## config.mk

```make
export PLATFORM = sky130hd
export DESIGN_NAME = sc_snoop_gate
export DESIGN_NICKNAME = d
export VERILOG_FILES = /design/src/rtl/sc_snoop_pkg.sv /design/src/rtl/sc_line_table.sv /design/src/rtl/sc_fwd_queue.sv /design/src/rtl/sc_decide.sv /design/src/rtl/sc_snoop_gate.sv
export SDC_FILE = /design/constraint.sdc
export NUM_CORES = 1
export LEC_CHECK = 0
export BUFFER_PORTS_ARGS = -buffer_cell sky130_fd_sc_hd__clkbuf_2
export CORE_MARGIN = 2
export CORE_UTILIZATION = 35
export CTS_BUF_LIST = sky130_fd_sc_hd__clkbuf_16
export CTS_CLUSTER_DIAMETER = 80
export CTS_CLUSTER_SIZE = 16
export DETAILED_ROUTE_END_ITERATION = 8
export SLEW_MARGIN = 10
export SYNTH_ARGS = -nofsm -noshare
export SYNTH_HDL_FRONTEND = slang
export SYNTH_SLANG_ARGS = --single-unit
```

## constraint.sdc

```tcl
create_clock -name clk -period 11.3 [get_ports clk]
set_input_delay 2.26 -clock clk [delete_from_list [all_inputs] [get_ports clk]]
set_output_delay 2.26 -clock clk [all_outputs]
set_load 0.01 [all_outputs]
```

## src/rtl/sc_snoop_pkg.sv

```systemverilog
package sc_snoop_pkg;

    typedef enum logic [1:0] {
        LS_INVALID    = 2'b00,
        LS_READ_ONLY  = 2'b01,
        LS_READ_WRITE = 2'b10,
        LS_RESERVED   = 2'b11
    } line_state_e;

    typedef enum logic [1:0] {
        OP_READ    = 2'b00,
        OP_WRITE   = 2'b01,
        OP_CASTOUT = 2'b10,
        OP_OTHER   = 2'b11
    } bus_op_e;

    typedef enum logic [1:0] {
        ACT_PROCEED     = 2'b00,
        ACT_PROCEED_FWD = 2'b01,
        ACT_RETRY_FWD   = 2'b10
    } snoop_act_e;

    // Fixed action table: operation x line state.
    function automatic snoop_act_e lookup_action(bus_op_e op, line_state_e st);
        snoop_act_e a;
        case (st)
            LS_READ_ONLY: begin
                a = (op == OP_READ) ? ACT_PROCEED : ACT_RETRY_FWD;
            end
            LS_READ_WRITE: begin
                a = (op == OP_CASTOUT) ? ACT_PROCEED_FWD : ACT_PROCEED;
            end
            default: begin
                a = ACT_RETRY_FWD;
            end
        endcase
        return a;
    endfunction

    function automatic logic act_forwards(snoop_act_e a);
        return (a == ACT_PROCEED_FWD) || (a == ACT_RETRY_FWD);
    endfunction

endpackage

```

## src/rtl/sc_line_table.sv

```systemverilog
module sc_line_table
    import sc_snoop_pkg::*;
#(
    parameter int NUM_LINES  = 32,
    parameter int PAGE_LINES = 8,
    localparam int IDX_W     = (NUM_LINES > 1) ? $clog2(NUM_LINES) : 1,
    localparam int PL_W      = (PAGE_LINES > 1) ? $clog2(PAGE_LINES) : 0
) (
    input  logic                   clk,
    input  logic                   rst,
    input  logic                   wr_en,
    input  logic                   wr_page,
    input  logic [IDX_W-1:0]       wr_idx,
    input  logic [1:0]             wr_state,
    input  logic [IDX_W-1:0]       rd_idx,
    output logic [1:0]             rd_state,
    output logic [2*NUM_LINES-1:0] all_states
);

    localparam logic [IDX_W-1:0] PAGE_MASK = ~IDX_W'((1 << PL_W) - 1);

    logic [1:0] st_q [NUM_LINES];

    for (genvar g = 0; g < NUM_LINES; g++) begin : g_line
        localparam logic [IDX_W-1:0] MY_IDX = IDX_W'(g);
        logic hit_line;
        logic hit_page;

        assign hit_line = (wr_idx == MY_IDX);
        assign hit_page = ((wr_idx & PAGE_MASK) == (MY_IDX & PAGE_MASK));

        always_ff @(posedge clk) begin
            if (rst) begin
                st_q[g] <= LS_INVALID;
            end else if (wr_en && (wr_page ? hit_page : hit_line)) begin
                st_q[g] <= wr_state;
            end
        end

        assign all_states[2*g +: 2] = st_q[g];
    end

    always_comb begin
        rd_state = LS_INVALID;
        for (int i = 0; i < NUM_LINES; i++) begin
            if (rd_idx == IDX_W'(i)) begin
                rd_state = st_q[i];
            end
        end
    end

endmodule

```

## src/rtl/sc_fwd_queue.sv

```systemverilog
module sc_fwd_queue #(
    parameter int DEPTH  = 4,
    parameter int TAG_W  = 26,
    localparam int PTR_W = (DEPTH > 1) ? $clog2(DEPTH) : 1
) (
    input  logic             clk,
    input  logic             rst,
    input  logic             push,
    input  logic [TAG_W-1:0] push_tag,
    input  logic [1:0]       push_op,
    input  logic             pop,
    input  logic [TAG_W-1:0] query_tag,
    output logic             query_hit,
    output logic             full,
    output logic             head_valid,
    output logic [TAG_W-1:0] head_tag,
    output logic [1:0]       head_op
);

    typedef struct packed {
        logic [TAG_W-1:0] tag;
        logic [1:0]       op;
    } fwd_entry_t;

    fwd_entry_t       mem_q [DEPTH];
    logic [DEPTH-1:0] vld_q;
    logic [DEPTH-1:0] hit_vec;
    logic [PTR_W-1:0] wr_ptr_q;
    logic [PTR_W-1:0] rd_ptr_q;

    function automatic logic [PTR_W-1:0] ptr_next(logic [PTR_W-1:0] p);
        return (p == PTR_W'(DEPTH - 1)) ? '0 : p + 1'b1;
    endfunction

    for (genvar g = 0; g < DEPTH; g++) begin : g_cmp
        assign hit_vec[g] = vld_q[g] && (mem_q[g].tag == query_tag);
    end

    assign query_hit  = |hit_vec;
    assign full       = &vld_q;
    assign head_valid = vld_q[rd_ptr_q];
    assign head_tag   = mem_q[rd_ptr_q].tag;
    assign head_op    = mem_q[rd_ptr_q].op;

    always_ff @(posedge clk) begin
        if (rst) begin
            vld_q    <= '0;
            wr_ptr_q <= '0;
            rd_ptr_q <= '0;
        end else begin
            if (push && !full) begin
                vld_q[wr_ptr_q] <= 1'b1;
                wr_ptr_q        <= ptr_next(wr_ptr_q);
            end
            if (pop && head_valid) begin
                vld_q[rd_ptr_q] <= 1'b0;
                rd_ptr_q        <= ptr_next(rd_ptr_q);
            end
        end
    end

    always_ff @(posedge clk) begin
        if (push && !full) begin
            mem_q[wr_ptr_q] <= '{tag: push_tag, op: push_op};
        end
    end

endmodule

```

## src/rtl/sc_decide.sv

```systemverilog
module sc_decide
    import sc_snoop_pkg::*;
#(
    parameter int ADDR_W                = 32,
    parameter int OFF_W                 = 6,
    parameter int NUM_LINES             = 32,
    parameter logic [ADDR_W-1:0] WIN_BASE = 32'h0001_0000,
    localparam int IDX_W                = (NUM_LINES > 1) ? $clog2(NUM_LINES) : 1
) (
    input  logic [ADDR_W-1:0] addr,
    input  logic [1:0]        op,
    input  logic [1:0]        line_state,
    input  logic              q_full,
    input  logic              q_dup,
    output logic              in_win,
    output logic [IDX_W-1:0]  line_idx,
    output logic [1:0]        act,
    output logic              want_push
);

    localparam logic [ADDR_W-1:0] WIN_BYTES = ADDR_W'(NUM_LINES) << OFF_W;

    logic [ADDR_W-1:0] offset;
    snoop_act_e        base_act;

    assign offset   = addr - WIN_BASE;
    assign in_win   = (addr >= WIN_BASE) && (offset < WIN_BYTES);
    assign line_idx = offset[OFF_W +: IDX_W];
    assign base_act = lookup_action(bus_op_e'(op), line_state_e'(line_state));

    always_comb begin
        if (!in_win) begin
            act       = ACT_PROCEED;
            want_push = 1'b0;
        end else if (q_full) begin
            act       = ACT_RETRY_FWD;
            want_push = 1'b0;
        end else begin
            act       = base_act;
            want_push = act_forwards(base_act) && !q_dup;
        end
    end

endmodule

```

## src/rtl/sc_snoop_gate.sv

```systemverilog
module sc_snoop_gate
    import sc_snoop_pkg::*;
#(
    parameter int ADDR_W                  = 32,
    parameter int LINE_BYTES              = 64,
    parameter int PAGE_LINES              = 8,
    parameter int NUM_PAGES               = 4,
    parameter logic [ADDR_W-1:0] WIN_BASE = 32'h0001_0000,
    parameter int FWD_DEPTH               = 4,
    localparam int NUM_LINES              = PAGE_LINES * NUM_PAGES,
    localparam int IDX_W                  = (NUM_LINES > 1) ? $clog2(NUM_LINES) : 1,
    localparam int OFF_W                  = $clog2(LINE_BYTES),
    localparam int TAG_W                  = ADDR_W - OFF_W
) (
    input  logic              clk,
    input  logic              rst,
    input  logic              bus_valid,
    input  logic [1:0]        bus_op,
    input  logic [ADDR_W-1:0] bus_addr,
    output logic              resp_valid,
    output logic [1:0]        resp_act,
    input  logic              sp_wr_en,
    input  logic              sp_wr_page,
    input  logic [IDX_W-1:0]  sp_wr_line,
    input  logic [1:0]        sp_wr_state,
    output logic              fwd_valid,
    input  logic              fwd_ready,
    output logic [ADDR_W-1:0] fwd_addr,
    output logic [1:0]        fwd_op
);

    logic [IDX_W-1:0]       line_idx;
    logic [1:0]             rd_state;
    logic                   in_win;
    logic [1:0]             dec_act;
    logic                   dec_push;
    logic                   q_full;
    logic                   q_dup;
    logic                   q_push;
    logic                   q_pop;
    logic [TAG_W-1:0]       bus_tag;
    logic [TAG_W-1:0]       head_tag;
    logic [2*NUM_LINES-1:0] line_states;

    assign bus_tag = bus_addr[ADDR_W-1:OFF_W];

    sc_line_table #(
        .NUM_LINES (NUM_LINES),
        .PAGE_LINES(PAGE_LINES)
    ) u_table (
        .clk       (clk),
        .rst       (rst),
        .wr_en     (sp_wr_en),
        .wr_page   (sp_wr_page),
        .wr_idx    (sp_wr_line),
        .wr_state  (sp_wr_state),
        .rd_idx    (line_idx),
        .rd_state  (rd_state),
        .all_states(line_states)
    );

    sc_decide #(
        .ADDR_W   (ADDR_W),
        .OFF_W    (OFF_W),
        .NUM_LINES(NUM_LINES),
        .WIN_BASE (WIN_BASE)
    ) u_decide (
        .addr      (bus_addr),
        .op        (bus_op),
        .line_state(rd_state),
        .q_full    (q_full),
        .q_dup     (q_dup),
        .in_win    (in_win),
        .line_idx  (line_idx),
        .act       (dec_act),
        .want_push (dec_push)
    );

    assign q_push = bus_valid && dec_push;
    assign q_pop  = fwd_ready && fwd_valid;

    sc_fwd_queue #(
        .DEPTH(FWD_DEPTH),
        .TAG_W(TAG_W)
    ) u_queue (
        .clk       (clk),
        .rst       (rst),
        .push      (q_push),
        .push_tag  (bus_tag),
        .push_op   (bus_op),
        .pop       (q_pop),
        .query_tag (bus_tag),
        .query_hit (q_dup),
        .full      (q_full),
        .head_valid(fwd_valid),
        .head_tag  (head_tag),
        .head_op   (fwd_op)
    );

    assign fwd_addr = {head_tag, {OFF_W{1'b0}}};

    always_ff @(posedge clk) begin
        if (rst) begin
            resp_valid <= 1'b0;
            resp_act   <= ACT_PROCEED;
        end else begin
            resp_valid <= bus_valid;
            resp_act   <= bus_valid ? dec_act : ACT_PROCEED;
        end
    end

endmodule

```

==> impl_results.md <==
* Hold buffers post-CTS at 0
* Avg WL per Cell at 20.9 um
* DRT Pass-1 Iters at 6
* Count of pins over their slew limit at 0
* M1 GR Usage at a little under a quarter
* Area leader, netlist: edfxtp_1
* Total CTS buffers at 17
* Dpl hpwl at about 18,000 um
* Via count at between 6,000 and 7,000
* Inserted Diodes at 0
* Main synth FF type: edfxtp_1
* Sw frac at 25.7%
* Mapped Area at 10,000 um2
* Antenna Nets Post-Route at 0
* First-pass GRT wire length at approximately 40,000 um
* Minimum clock period at approximately 6.1 ns
* Reg clk slew, reported paths at about 0.080 ns
* Cells along the critical path: clkbuf_2 -> buf_4 -> mux4_2 -> nor4b_1 -> nor3_1 -> o221ai_1 -> a41oi_1 -> a21o_1 -> a21oi_1 -> nor3_2 -> buf_4
* Crit-path slowest cell: nor3_2
* Post-Syn Instances at 822
* Cell family with most CP delay: simple AND/OR/NAND/NOR gates
* Area of the multi-input gates at 4160 um2
* NumNets Final at 919
* DRC violations left at 0
* Worst Hold Margin at roughly 0.53 ns
* Met2 GRT Util at between 20% and 30%
* Initial antenna violation count at 0
* Fill cells at ~2,700
* Share of cells above drive strength 1 at 18.4%
* Synth area leaders: edfxtp_1, xnor2_1, mux4_2, nand4_1, nor2_1
* Critical path class: in -> reg
* DIE HEIGHT at 173 um
* Sequential cell area fraction in the yosys report at 55.3%
* RSZ-0062 raised after global routing: false
* CP max stage delay at about 0.7 ns
* Setup crit start kind: primary input
* Clock Skews at around 0.018 ns
* IO buf count at 72
* Outcome: finished, final reports clean
* Int Pwr at approximately 1100 uW
* Slew @ Worst Pin at 1.09 ns
* CTS Buffer Depth at 2
* Max cap viols at 0
* Post-synth ARST share at 0%
* Post-CTS Setup Bufs at 0
* Via/cell ratio at around 5.4
* Combinational share of power at between 8 and 9%
* Pwr Density at between 100 and 150 nW/um2
* Grt ovf at 0
* Final worst path period share at 53.7%
* Met3 Use GR at 3.33%
* Die width at approximately 170 um
* Initial Utilization at between 30 and 40%
* Final WL at approximately 26,000 um
* Worst slack, placed at about 4.8 ns
* Unique masters post-synth at 67
* CP max FO at 54
* Vias in the first global route at about 6,700
* Sequential Area at approximately 5500 um2
* Max Fclk at around 160 MHz
* Total GRT Usage at ~18%
* Clock power frac at 39.2%
* Sum Neg Setup Slack at 0 ns
* TritonCTS clock tree: built
* Clock H-tree levels at 4
* Synth top area share at between 50% and 60%
* Synth warn at 0
* P_leak at approximately 0.0036 uW
* Iter 0 DRT Violations at 641
* Post-CTS sizing at 0
* Hold Crit Class: reg -> reg
* Share of power burned in registers at between 50% and 60%
* Clk_lat worst skew at 0.44 ns
* Flops & latches, synth at roughly 190
* I/O pin count at 85
* Net switching power at just under 400 uW
* Crit end category: register
* Busiest layer in global routing: met2
* Endpoints failing setup at 0
* Area Growth Syn to Fin at 12.4%
* Row count at 61
* RePlAce Congestion at about 0.89
* Max VDD drop at between 0.08 and 0.09 mV
* Root buffer cell: clkbuf_16
* Final setup margin at about 5.2 ns
* WP buf/inv at 3
* DIE AREA at approximately 30,000 um2
* Hold Fails Final Rpt at 0
* Post-synth EDFFs at around 180
* Core area at about 28,000 um2
* Total power draw at 1500 uW
* Syn_area_per_cell at around 12 um2
* Largest net degree at the start of global routing at between 50 and 60
* TritonCTS Sinks at 189
* Worst path required time at 11.40 ns
* Worst rel slew slack at 26.8%
* CP most frequent cell: buf_4
* Critical path arrival at around 6 ns
-- final timing paths --
kind,cells after the start,end,start,slack (ns)
setup / recovery,11,u_queue.mem_q[3][5],bus_addr[6],5.23
hold / removal,2,u_queue.wr_ptr_q[1],u_queue.wr_ptr_q[1],0.53
hold reg to reg,2,u_queue.wr_ptr_q[1],u_queue.wr_ptr_q[1],0.53
setup reg to reg,9,u_queue.mem_q[3][5],u_table.st_q[0][1],7.37
-- cells by family after synthesis --
| kind of cell | synth area share [%] |
|---|---|
| multiplexers | 8.41 |
| AO/OA/AOI/OAI | 5.83 |
| other | 0.0374 |
| flip-flops | 55.3 |
| adder cells (fa/ha/maj) | 0.998 |
| AND/OR/NAND/NOR | 16.5 |
| XOR/XNOR | 9.17 |
| buffers and inverters | 3.72 |
-- power groups by stage --
stage | clock [uW] | sequential (uW) | combinational [uW]
2_1_floorplan | 0 | 799 | 86.6
3_5_place_dp | 0 | 801 | 128
5_1_grt | 629 | 787 | 140
6_report | 589 | 785 | 129
4_1_cts | 602 | 785 | 128
3_3_place_gp | 0 | 801 | 127
-- worst register-to-register path, stage by stage, from the launching register on --
cell and delay [ns]:
edfxtp_1 0.39, mux4_2 0.47, nor4b_1 0.16, nor3_1 0.29, o221ai_1 0.19, a41oi_1 0.48
a21o_1 0.21, a21oi_1 0.21, nor3_2 0.70, buf_4 0.47
-- sequential cells by signal, indices dropped and copies added (netlist names), named ones only --
register	flops
u_queue.vld_q	4
u_queue.wr_ptr_q	2
u_queue.rd_ptr_q	2
u_table.st_q	64
u_queue.mem_q	112
resp_act	2
resp_valid	1
-- layer usage --
layer  up-vias  share of wire (%)
met1      3351                 43
met2       260                 48
met4         0                3.0
met5         -                  0
met3        51                6.2
li1       3121                  -
-- metrics by stage --
step / util, % / cells / area [um2]
finish: 40.2 / 1255 / 11300
global route: 40.2 / 1255 / 11300
CTS: 40.2 / 1255 / 11300
detailed placement: 38.2 / 1223 / 10700
global placement: 38.2 / 1223 / 10700
floorplan: - / 827 / 10000
-- cells in the final DEF, fill, tap and decap left out, types with 3 or more instances in the layout --
cell type	instances
inv_1	23
o211ai_1	6
o22ai_1	3
nand3b_1	3
xor2_1	4
nand2b_1	42
a21o_1	4
mux4_2	31
inv_8	6
mux2i_1	10
a21oi_1	20
and3b_1	6
edfxtp_1	176
clkbuf_16	17
nor4_1	12
a221o_1	6
buf_4	11
nand3_1	14
clkbuf_2	72
ha_1	8
nor2b_1	8
a31o_2	3
nor3b_1	5
a32oi_1	3
o31ai_1	3
nand2_1	49
nor4b_1	6
a211oi_1	3
nor2_1	81
inv_6	6
conb_1	6
nand4_1	50
dfxtp_1	12
o21ai_0	7
xnor2_1	101
a22oi_1	4
nor3_1	10
-- synthesized netlist by cell type (3+ instances only) --
| cell type | n |
|---|---|
| edfxtp_1 | 176 |
| xnor2_1 | 101 |
| nor2_1 | 81 |
| nand4_1 | 50 |
| nand2_1 | 49 |
| nand2b_1 | 42 |
| clkbuf_1 | 34 |
| mux4_2 | 31 |
| inv_1 | 21 |
| a21oi_1 | 20 |
| buf_2 | 16 |
| nand3_1 | 14 |
| nor3_1 | 14 |
| dfxtp_1 | 13 |
| nor4_1 | 12 |
| mux2i_1 | 10 |
| buf_1 | 8 |
| ha_1 | 8 |
| nor2b_1 | 8 |
| o21ai_0 | 7 |
| a221o_1 | 6 |
| and3b_1 | 6 |
| buf_4 | 6 |
| nor4b_1 | 6 |
| o211ai_1 | 6 |
| nor3b_1 | 5 |
| a21o_1 | 4 |
| a22oi_1 | 4 |
| xor2_1 | 4 |
| a211oi_1 | 3 |
| a31o_2 | 3 |
| a32oi_1 | 3 |
| nand3b_1 | 3 |
| o22ai_1 | 3 |
| o31ai_1 | 3 |
-- layout make-up --
| cell class | count | area share, % |
|---|---|---|
| tap | 378 | 4.20 |
| sequential | 189 | 49.2 |
| timing repair buffer | 83 | 3.93 |
| multi-input combinational | 552 | 36.9 |
| clock buffer | 17 | 3.77 |
| inverter | 21 | 0.699 |
| clock inverter | 15 | 1.28 |
(Power assumes the default switching activity.)
